**src/rtl/mshr_coal_pkg.sv**
```systemverilog
package mshr_coal_pkg;

    typedef enum logic [1:0] {
        K_READ    = 2'd0,
        K_WRITE   = 2'd1,
        K_RMW     = 2'd2,
        K_UPGRADE = 2'd3
    } req_kind_e;

    typedef enum logic [1:0] {
        RES_MERGED    = 2'd0,
        RES_HOLD_DRN  = 2'd1,
        RES_HOLD_ORD  = 2'd2,
        RES_HOLD_FULL = 2'd3
    } merge_res_e;

    typedef enum logic [1:0] {
        PC_NONE  = 2'd0,
        PC_SOFT  = 2'd1,
        PC_HW    = 2'd2,
        PC_OTHER = 2'd3
    } pf_class_e;

    typedef struct packed {
        logic      draining;
        logic      ord_hold;
        logic      has_wr;
        logic      only_pf;
        logic      prim_rd;
        pf_class_e pcls;
    } ent_flags_t;

    function automatic logic is_demand(input logic [3:0] pref);
        return (pref & 4'b1010) == 4'b0000;
    endfunction

    function automatic pf_class_e pf_class(input logic [3:0] pref);
        if (pref == 4'd2)       return PC_SOFT;
        else if (pref == 4'd8)  return PC_HW;
        else if (is_demand(pref)) return PC_NONE;
        else                    return PC_OTHER;
    endfunction

endpackage

```
**src/rtl/mshr_merge_decide.sv**
```systemverilog
module mshr_merge_decide
    import mshr_coal_pkg::*;
#(
    parameter int MAX_COAL = 8,
    localparam int CNT_W   = $clog2(MAX_COAL)
) (
    input  ent_flags_t       cur_flags,
    input  logic [CNT_W-1:0] cur_cnt,
    input  req_kind_e        kind,
    input  logic [3:0]       pref,
    output merge_res_e       code,
    output ent_flags_t       nxt_flags,
    output logic [CNT_W-1:0] nxt_cnt,
    output logic             changed,
    output logic             take_dem,
    output logic             late_sw,
    output logic             late_hw
);
    always_comb begin
        nxt_flags = cur_flags;
        nxt_cnt   = cur_cnt;
        code      = RES_MERGED;
        changed   = 1'b0;
        take_dem  = 1'b0;
        late_sw   = 1'b0;
        late_hw   = 1'b0;
        if (cur_flags.draining) begin
            code = RES_HOLD_DRN;
        end else if (cur_flags.ord_hold) begin
            code = RES_HOLD_ORD;
        end else if (kind != K_READ && cur_flags.prim_rd) begin
            code               = RES_HOLD_ORD;
            nxt_flags.ord_hold = 1'b1;
            changed            = 1'b1;
        end else if (cur_cnt == CNT_W'(MAX_COAL - 1)) begin
            code = RES_HOLD_FULL;
        end else begin
            changed          = 1'b1;
            nxt_cnt          = cur_cnt + CNT_W'(1);
            nxt_flags.has_wr = (kind == K_WRITE) || (kind == K_RMW);
            if (cur_flags.only_pf && is_demand(pref)) begin
                nxt_flags.only_pf = 1'b0;
                take_dem          = 1'b1;
                late_sw           = (cur_flags.pcls == PC_SOFT);
                late_hw           = (cur_flags.pcls == PC_HW);
            end
        end
    end
endmodule

```
**src/rtl/mshr_entry_file.sv**
```systemverilog
module mshr_entry_file
    import mshr_coal_pkg::*;
#(
    parameter int NUM_ENT  = 4,
    parameter int MAX_COAL = 8,
    parameter int TIME_W   = 16,
    localparam int IW      = $clog2(NUM_ENT),
    localparam int CNT_W   = $clog2(MAX_COAL)
) (
    input  logic              clk,
    input  logic              rst,
    input  logic              alloc_valid,
    input  logic [IW-1:0]     alloc_idx,
    input  req_kind_e         alloc_kind,
    input  logic [3:0]        alloc_pref,
    input  logic              rel_valid,
    input  logic [IW-1:0]     rel_idx,
    input  logic              upd_valid,
    input  logic [IW-1:0]     upd_idx,
    input  ent_flags_t        upd_flags,
    input  logic [CNT_W-1:0]  upd_cnt,
    input  logic              upd_dem_we,
    input  logic [TIME_W-1:0] upd_dem,
    output ent_flags_t        flags_q [NUM_ENT],
    output logic [CNT_W-1:0]  cnt_q   [NUM_ENT],
    output logic [TIME_W-1:0] dem_q   [NUM_ENT]
);
    for (genvar i = 0; i < NUM_ENT; i++) begin : g_ent
        logic hit_alloc, hit_upd, hit_rel;
        assign hit_alloc = alloc_valid && (alloc_idx == IW'(i));
        assign hit_upd   = upd_valid   && (upd_idx   == IW'(i));
        assign hit_rel   = rel_valid   && (rel_idx   == IW'(i));

        always_ff @(posedge clk) begin
            if (rst) begin
                flags_q[i] <= '0;
                cnt_q[i]   <= '0;
                dem_q[i]   <= '0;
            end else if (hit_alloc) begin
                flags_q[i].draining <= 1'b0;
                flags_q[i].ord_hold <= 1'b0;
                flags_q[i].has_wr   <= 1'b0;
                flags_q[i].only_pf  <= !is_demand(alloc_pref);
                flags_q[i].prim_rd  <= (alloc_kind == K_READ);
                flags_q[i].pcls     <= pf_class(alloc_pref);
                cnt_q[i]            <= '0;
                dem_q[i]            <= '0;
            end else begin
                if (hit_upd) begin
                    flags_q[i] <= upd_flags;
                    cnt_q[i]   <= upd_cnt;
                end
                if (hit_upd && upd_dem_we) dem_q[i] <= upd_dem;
                if (hit_rel) flags_q[i].draining <= 1'b1;
            end
        end

        assert_ord_sticky_R2: assert property (@(posedge clk) disable iff (rst)
            flags_q[i].ord_hold && !hit_alloc |=> flags_q[i].ord_hold);

        assert_cnt_bound_R4: assert property (@(posedge clk) disable iff (rst)
            cnt_q[i] <= CNT_W'(MAX_COAL - 1));

        assert_onlypf_rise_R9: assert property (@(posedge clk) disable iff (rst)
            !flags_q[i].only_pf && !hit_alloc |=> !flags_q[i].only_pf);
    end
endmodule

```
**src/rtl/mshr_late_count.sv**
```systemverilog
module mshr_late_count #(
    parameter int LATE_W = 16
) (
    input  logic              clk,
    input  logic              rst,
    input  logic              inc_sw,
    input  logic              inc_hw,
    output logic [LATE_W-1:0] sw_count,
    output logic [LATE_W-1:0] hw_count
);
    always_ff @(posedge clk) begin
        if (rst) begin
            sw_count <= '0;
            hw_count <= '0;
        end else begin
            if (inc_sw) sw_count <= sw_count + LATE_W'(1);
            if (inc_hw) hw_count <= hw_count + LATE_W'(1);
        end
    end

    assert_excl_R8: assert property (@(posedge clk) disable iff (rst)
        !(inc_sw && inc_hw));
endmodule

```
**src/rtl/mshr_coal_ctrl.sv**
```systemverilog
module mshr_coal_ctrl
    import mshr_coal_pkg::*;
#(
    parameter int NUM_ENT  = 4,
    parameter int MAX_COAL = 8,
    parameter int TIME_W   = 16,
    parameter int LATE_W   = 16,
    localparam int IW      = $clog2(NUM_ENT),
    localparam int CNT_W   = $clog2(MAX_COAL)
) (
    input  logic              clk,
    input  logic              rst,
    input  logic              alloc_valid,
    input  logic [IW-1:0]     alloc_idx,
    input  logic [1:0]        alloc_kind,
    input  logic [3:0]        alloc_pref,
    input  logic              rel_valid,
    input  logic [IW-1:0]     rel_idx,
    input  logic              req_valid,
    input  logic [IW-1:0]     req_idx,
    input  logic [1:0]        req_kind,
    input  logic [3:0]        req_pref,
    output logic              rsp_valid,
    output logic [1:0]        rsp_code,
    output logic [CNT_W-1:0]  rsp_slot,
    output logic              rsp_has_writes,
    output logic              rsp_only_pref,
    output logic [TIME_W-1:0] rsp_demand,
    output logic [LATE_W-1:0] late_sw_count,
    output logic [LATE_W-1:0] late_hw_count
);
    ent_flags_t        flags_q [NUM_ENT];
    logic [CNT_W-1:0]  cnt_q   [NUM_ENT];
    logic [TIME_W-1:0] dem_q   [NUM_ENT];
    logic [TIME_W-1:0] cyc;

    ent_flags_t       nxt_flags;
    logic [CNT_W-1:0] nxt_cnt;
    merge_res_e       code;
    logic             changed, take_dem, late_sw, late_hw;

    always_ff @(posedge clk) begin
        if (rst) cyc <= '0;
        else     cyc <= cyc + TIME_W'(1);
    end

    mshr_merge_decide #(.MAX_COAL(MAX_COAL)) u_decide (
        .cur_flags (flags_q[req_idx]),
        .cur_cnt   (cnt_q[req_idx]),
        .kind      (req_kind_e'(req_kind)),
        .pref      (req_pref),
        .code      (code),
        .nxt_flags (nxt_flags),
        .nxt_cnt   (nxt_cnt),
        .changed   (changed),
        .take_dem  (take_dem),
        .late_sw   (late_sw),
        .late_hw   (late_hw)
    );

    mshr_entry_file #(.NUM_ENT(NUM_ENT), .MAX_COAL(MAX_COAL), .TIME_W(TIME_W)) u_file (
        .clk         (clk),
        .rst         (rst),
        .alloc_valid (alloc_valid),
        .alloc_idx   (alloc_idx),
        .alloc_kind  (req_kind_e'(alloc_kind)),
        .alloc_pref  (alloc_pref),
        .rel_valid   (rel_valid),
        .rel_idx     (rel_idx),
        .upd_valid   (req_valid && changed),
        .upd_idx     (req_idx),
        .upd_flags   (nxt_flags),
        .upd_cnt     (nxt_cnt),
        .upd_dem_we  (take_dem),
        .upd_dem     (cyc),
        .flags_q     (flags_q),
        .cnt_q       (cnt_q),
        .dem_q       (dem_q)
    );

    mshr_late_count #(.LATE_W(LATE_W)) u_late (
        .clk      (clk),
        .rst      (rst),
        .inc_sw   (req_valid && late_sw),
        .inc_hw   (req_valid && late_hw),
        .sw_count (late_sw_count),
        .hw_count (late_hw_count)
    );

    always_ff @(posedge clk) begin
        if (rst) begin
            rsp_valid      <= 1'b0;
            rsp_code       <= '0;
            rsp_slot       <= '0;
            rsp_has_writes <= 1'b0;
            rsp_only_pref  <= 1'b0;
            rsp_demand     <= '0;
        end else begin
            rsp_valid <= req_valid;
            if (req_valid) begin
                rsp_code       <= code;
                rsp_slot       <= cnt_q[req_idx];
                rsp_has_writes <= nxt_flags.has_wr;
                rsp_only_pref  <= nxt_flags.only_pf;
                rsp_demand     <= take_dem ? cyc : dem_q[req_idx];
            end
        end
    end

    assert_drain_first_R1: assert property (@(posedge clk) disable iff (rst)
        req_valid && flags_q[req_idx].draining |=> rsp_code == RES_HOLD_DRN);

    assert_rsp_follows_R10: assert property (@(posedge clk) disable iff (rst)
        req_valid |=> rsp_valid);

    assert_rsp_quiet_R10: assert property (@(posedge clk) disable iff (rst)
        !req_valid |=> !rsp_valid);
endmodule

```
**config.mk**
```make
export PLATFORM = sky130hd
export DESIGN_NAME = mshr_coal_ctrl
export DESIGN_NICKNAME = d
export VERILOG_FILES = /design/src/rtl/mshr_coal_pkg.sv /design/src/rtl/mshr_merge_decide.sv /design/src/rtl/mshr_entry_file.sv /design/src/rtl/mshr_late_count.sv /design/src/rtl/mshr_coal_ctrl.sv
export SDC_FILE = /design/constraint.sdc
export NUM_CORES = 1
export LEC_CHECK = 0
export ABC_AREA = 0
export BUFFER_PORTS_ARGS = -buffer_cell sky130_fd_sc_hd__buf_2
export CAP_MARGIN = 20
export CORE_UTILIZATION = 38
export DETAILED_ROUTE_END_ITERATION = 16
export SETUP_SLACK_MARGIN = 0.02
export SLEW_MARGIN = 20
export SYNTH_ARGS = -nofsm -noshare
export SYNTH_HDL_FRONTEND = slang
export SYNTH_SLANG_ARGS = --single-unit
export TNS_END_PERCENT = 1
```
**constraint.sdc**
```tcl
create_clock -name clk -period 6.6 [get_ports clk]
set_input_delay 1.32 -clock clk [delete_from_list [all_inputs] [get_ports clk]]
set_output_delay 1.32 -clock clk [all_outputs]
set_load 0.02 [all_outputs]
```
==> results.cfg <==
[clocking]
path_clk_slew_ns = 0.06
cts_resized = 0
insertion_delay_ns = 0.44
root_buffer = clkbuf_16
tritoncts = done
numCtsBuffers = 17
cts.sinks = 176
cts_hold_buf = 0
cts_max_level = 4
cts_buffer_depth = 2
postCtsSetupRepairBufs = 0

[routing]
vias = 6500
final_antenna_net_count = 0
firstDrtPassIters = 4
drt-initial-drc-count = 373
drc_errors = 0
drt-total-wl_um = 19800
vias_per_cell = 5.37
wl_per_cell_um = 16.3

[final_layout]
final_area_um2 = 8920
syn2layout_area_growth_pct = 13.9
final_common_cell = dfxtp_1
layout_common_cells = 176 x dfxtp_1, 151 x nand2_1, 108 x a21oi_1
diodes = 0
finalNetCount = 955
drive_above_1_share = 0.174

[yosys]
netlist_instances = 890
async_flop_share = 0
yosysWarnings = 0
syn-mean-instance-area_um2 = 8.80
synth_area_um2 = 7830
synth_edf_count = 0
synth_ff_type = dfxtp_1
ys_seq_area_frac = 0.450
synthDistinctLibCells = 52
syn_nets = 918
ys_seq_elements = 176

[global_route]
first_global_vias = 6123
globalRouteOverflowTotal = 0
antenna_found_initial = 0
grtUsageTotal = 0.194
grt_max_degree = 51
grt_pass1_wl_um = 32600

[placed_design]
hpwl_um = 12300
dp_slack_ns = 1.13
port-buffer-count = 76
routabilityCongestion = 0.784
dpl_cell_area_um2 = 8330

[power_and_ir_drop]
switchingPower_mw = 0.544
pwr_density_cell_nw_per_um2 = 248
p_clk_frac = 0.441
p_leak_nw = 3.10
internal_power_mw = 1.67
seq_power_share = 0.493
irDropWorstVdd_mv = 0.144
switching_share = 0.245
pwr-share-comb = 0.066

[sta]
hold_viol = 0
rsz0062_at_grt = no
fmax_ghz = 0.200
setup_viol_count_final = 0
timing.setup.tns_ns = 0
worst_pin_slew_ns = 1.12
drv_slew = 0
slew_headroom = 0.253
setup_slack_ns = 1.60
timing.final.crit_period_ns = 5.00
period_share = 0.757
skew_ns = 0.0124

[run_status]
status = finished clean

[worst_setup_path]
arrival_ns = 5.35
slowest_delay_ns = 0.99
path_cells = buf_2 -> mux4_2 -> ha_1 -> nor2b_1 -> a221oi_1 -> nand4_1 -> or3_1 -> a21oi_1
r2r-end = u_late.sw_count[10]$_SDFFE_PP0P_
worst_setup_path_start_kind = input pin
r2r.worst_path.cells = 7
startpoint = req_idx[0]
worstPathMaxFanout = 35
critPathCaptureType = flip-flop
endpoint = u_late.sw_count[10]$_SDFFE_PP0P_
critical-path-slowest-cell = a221oi_1
rrSetupSlack_ns = 3.04
r2r-start = u_file.cnt_q[0]$_SDFFE_PP0P_
critPathRequiredTime_ns = 6.96
critPathKind = input pin to flip-flop

[die]
num_rows = 52
die_x_um = 146
start_util = 0.387
io_pins = 79
core_um2 = 20200
chipHeight_um = 146
die-area_um2 = 21200

[flow_run]
drv_cap = 0

[worst_hold_path]
hold_class = flip-flop to flip-flop
[registers in the layout, summed over array words and instances, names as in the netlist]
register,cells
rsp_demand,16
u_file.dem_q,64
rsp_slot,3
cyc,16
rsp_code,2
u_late.sw_count,16
rsp_only_pref,1
u_late.hw_count,16
u_file.flags_q,28
u_file.cnt_q,12
rsp_valid,1
rsp_has_writes,1
[cells in the mapped netlist (3+ instances only)]
cell | count | share of area
nor3_1 | 6 | 0.0038
a21oi_1 | 108 | 0.069
clkbuf_1 | 58 | 0.028
xnor2_1 | 11 | 0.012
nand2b_1 | 5 | 0.0040
nand4_1 | 13 | 0.010
or4_1 | 5 | 0.0048
nand2_1 | 151 | 0.072
buf_2 | 3 | 0.0019
and4_1 | 5 | 0.0056
nand3_1 | 17 | 0.011
ha_1 | 5 | 0.0080
xor2_1 | 9 | 0.010
o21ai_0 | 37 | 0.024
nor4_2 | 4 | 0.0064
and3_1 | 5 | 0.0040
o31ai_1 | 4 | 0.0038
a2bb2oi_1 | 3 | 0.0034
buf_6 | 4 | 0.0058
a31oi_1 | 6 | 0.0048
nor2_1 | 80 | 0.038
or3_1 | 23 | 0.018
nor3b_1 | 3 | 0.0029
nor2b_1 | 8 | 0.0064
inv_1 | 16 | 0.0077
mux2_2 | 7 | 0.010
and2_1 | 3 | 0.0024
a211oi_1 | 29 | 0.028
mux2i_1 | 28 | 0.036
dfxtp_1 | 176 | 0.45
or2_2 | 6 | 0.0048
a2111oi_2 | 4 | 0.0077
mux4_2 | 24 | 0.069
[how the worst min path moves through the flow]
stage | startpoint | to | slack, ns | depth (start not counted)
finish | u_file.dem_q[48]$_SDFFE_PP0P_ | u_file.dem_q[48]$_SDFFE_PP0P_ | 0.45 | 2
floorplan | u_file.dem_q[63]$_SDFFE_PP0P_ | u_file.dem_q[63]$_SDFFE_PP0P_ | 0.43 | 2
global route | u_file.dem_q[4]$_SDFFE_PP0P_ | u_file.dem_q[4]$_SDFFE_PP0P_ | 0.47 | 2
global placement | u_file.dem_q[59]$_SDFFE_PP0P_ | u_file.dem_q[59]$_SDFFE_PP0P_ | 0.44 | 2
CTS | u_file.dem_q[48]$_SDFFE_PP0P_ | u_file.dem_q[48]$_SDFFE_PP0P_ | 0.45 | 2
detailed placement | u_file.dem_q[2]$_SDFFE_PP0P_ | u_file.dem_q[2]$_SDFFE_PP0P_ | 0.44 | 2
[power by group through the flow]
stage	Combinational (mW)	Sequential [mW]	Clock, mW
2_1_floorplan	0.0952	1.12	0
3_3_place_gp	0.144	1.12	0
3_5_place_dp	0.146	1.12	0
4_1_cts	0.147	1.09	0.993
5_1_grt	0.160	1.09	1.04
6_report	0.146	1.09	0.978
[stage by stage]
stage | std cells | hold slack, ns | utilization | total power [mW]
floorplan | 890 | 0.429 | - | 1.22
global placement | 1177 | 0.438 | 0.411 | 1.26
detailed placement | 1177 | 0.444 | 0.411 | 1.26
CTS | 1209 | 0.453 | 0.439 | 2.23
global route | 1210 | 0.467 | 0.441 | 2.30
finish | 1210 | 0.453 | 0.441 | 2.22
[cell type report]
| class | instances | area, um2 |
|---|---|---|
| clock inverters | 11 | 105 |
| inverters | 16 | 60.1 |
| well taps | 270 | 338 |
| repair buffers | 86 | 455 |
| multi-input cells | 630 | 3980 |
| fillers | 1987 | 11300 |
| clock buffers | 21 | 460 |
| flip-flops and latches | 176 | 3520 |
[kinds of logic (layout without fill, tap and decap cells)]
logic type	after synthesis	in the layout	share of synthesized area
simple gates	345	345	0.208
compound gates	201	201	0.151
flops	176	176	0.450
buf+inv	84	134	0.0451
mux	59	59	0.115
xor+xnor	20	20	0.0224
fa+ha+maj	5	5	0.00799
[per-layer routing]
metal | vias to the layer above | part of all wire | track usage
li1 | 3214 | - | -
met1 | 3121 | 0.48 | 0.264
met2 | 145 | 0.46 | 0.312
met3 | 20 | 0.045 | 0.0332
met4 | 0 | 0.013 | 0.0642
met5 | - | 0 | 0
[worst max-delay path: cells and delay by family]
family | cells | cell delay, ns
muxes | 1 | 0.66
and+or+nand+nor | 3 | 1.25
AOI/OAI and AO/OA | 2 | 1.14
adders and majority gates | 1 | 0.27
buffers and inverters | 1 | 0.70
No activity file was read; power rests on OpenSTA's default activity.
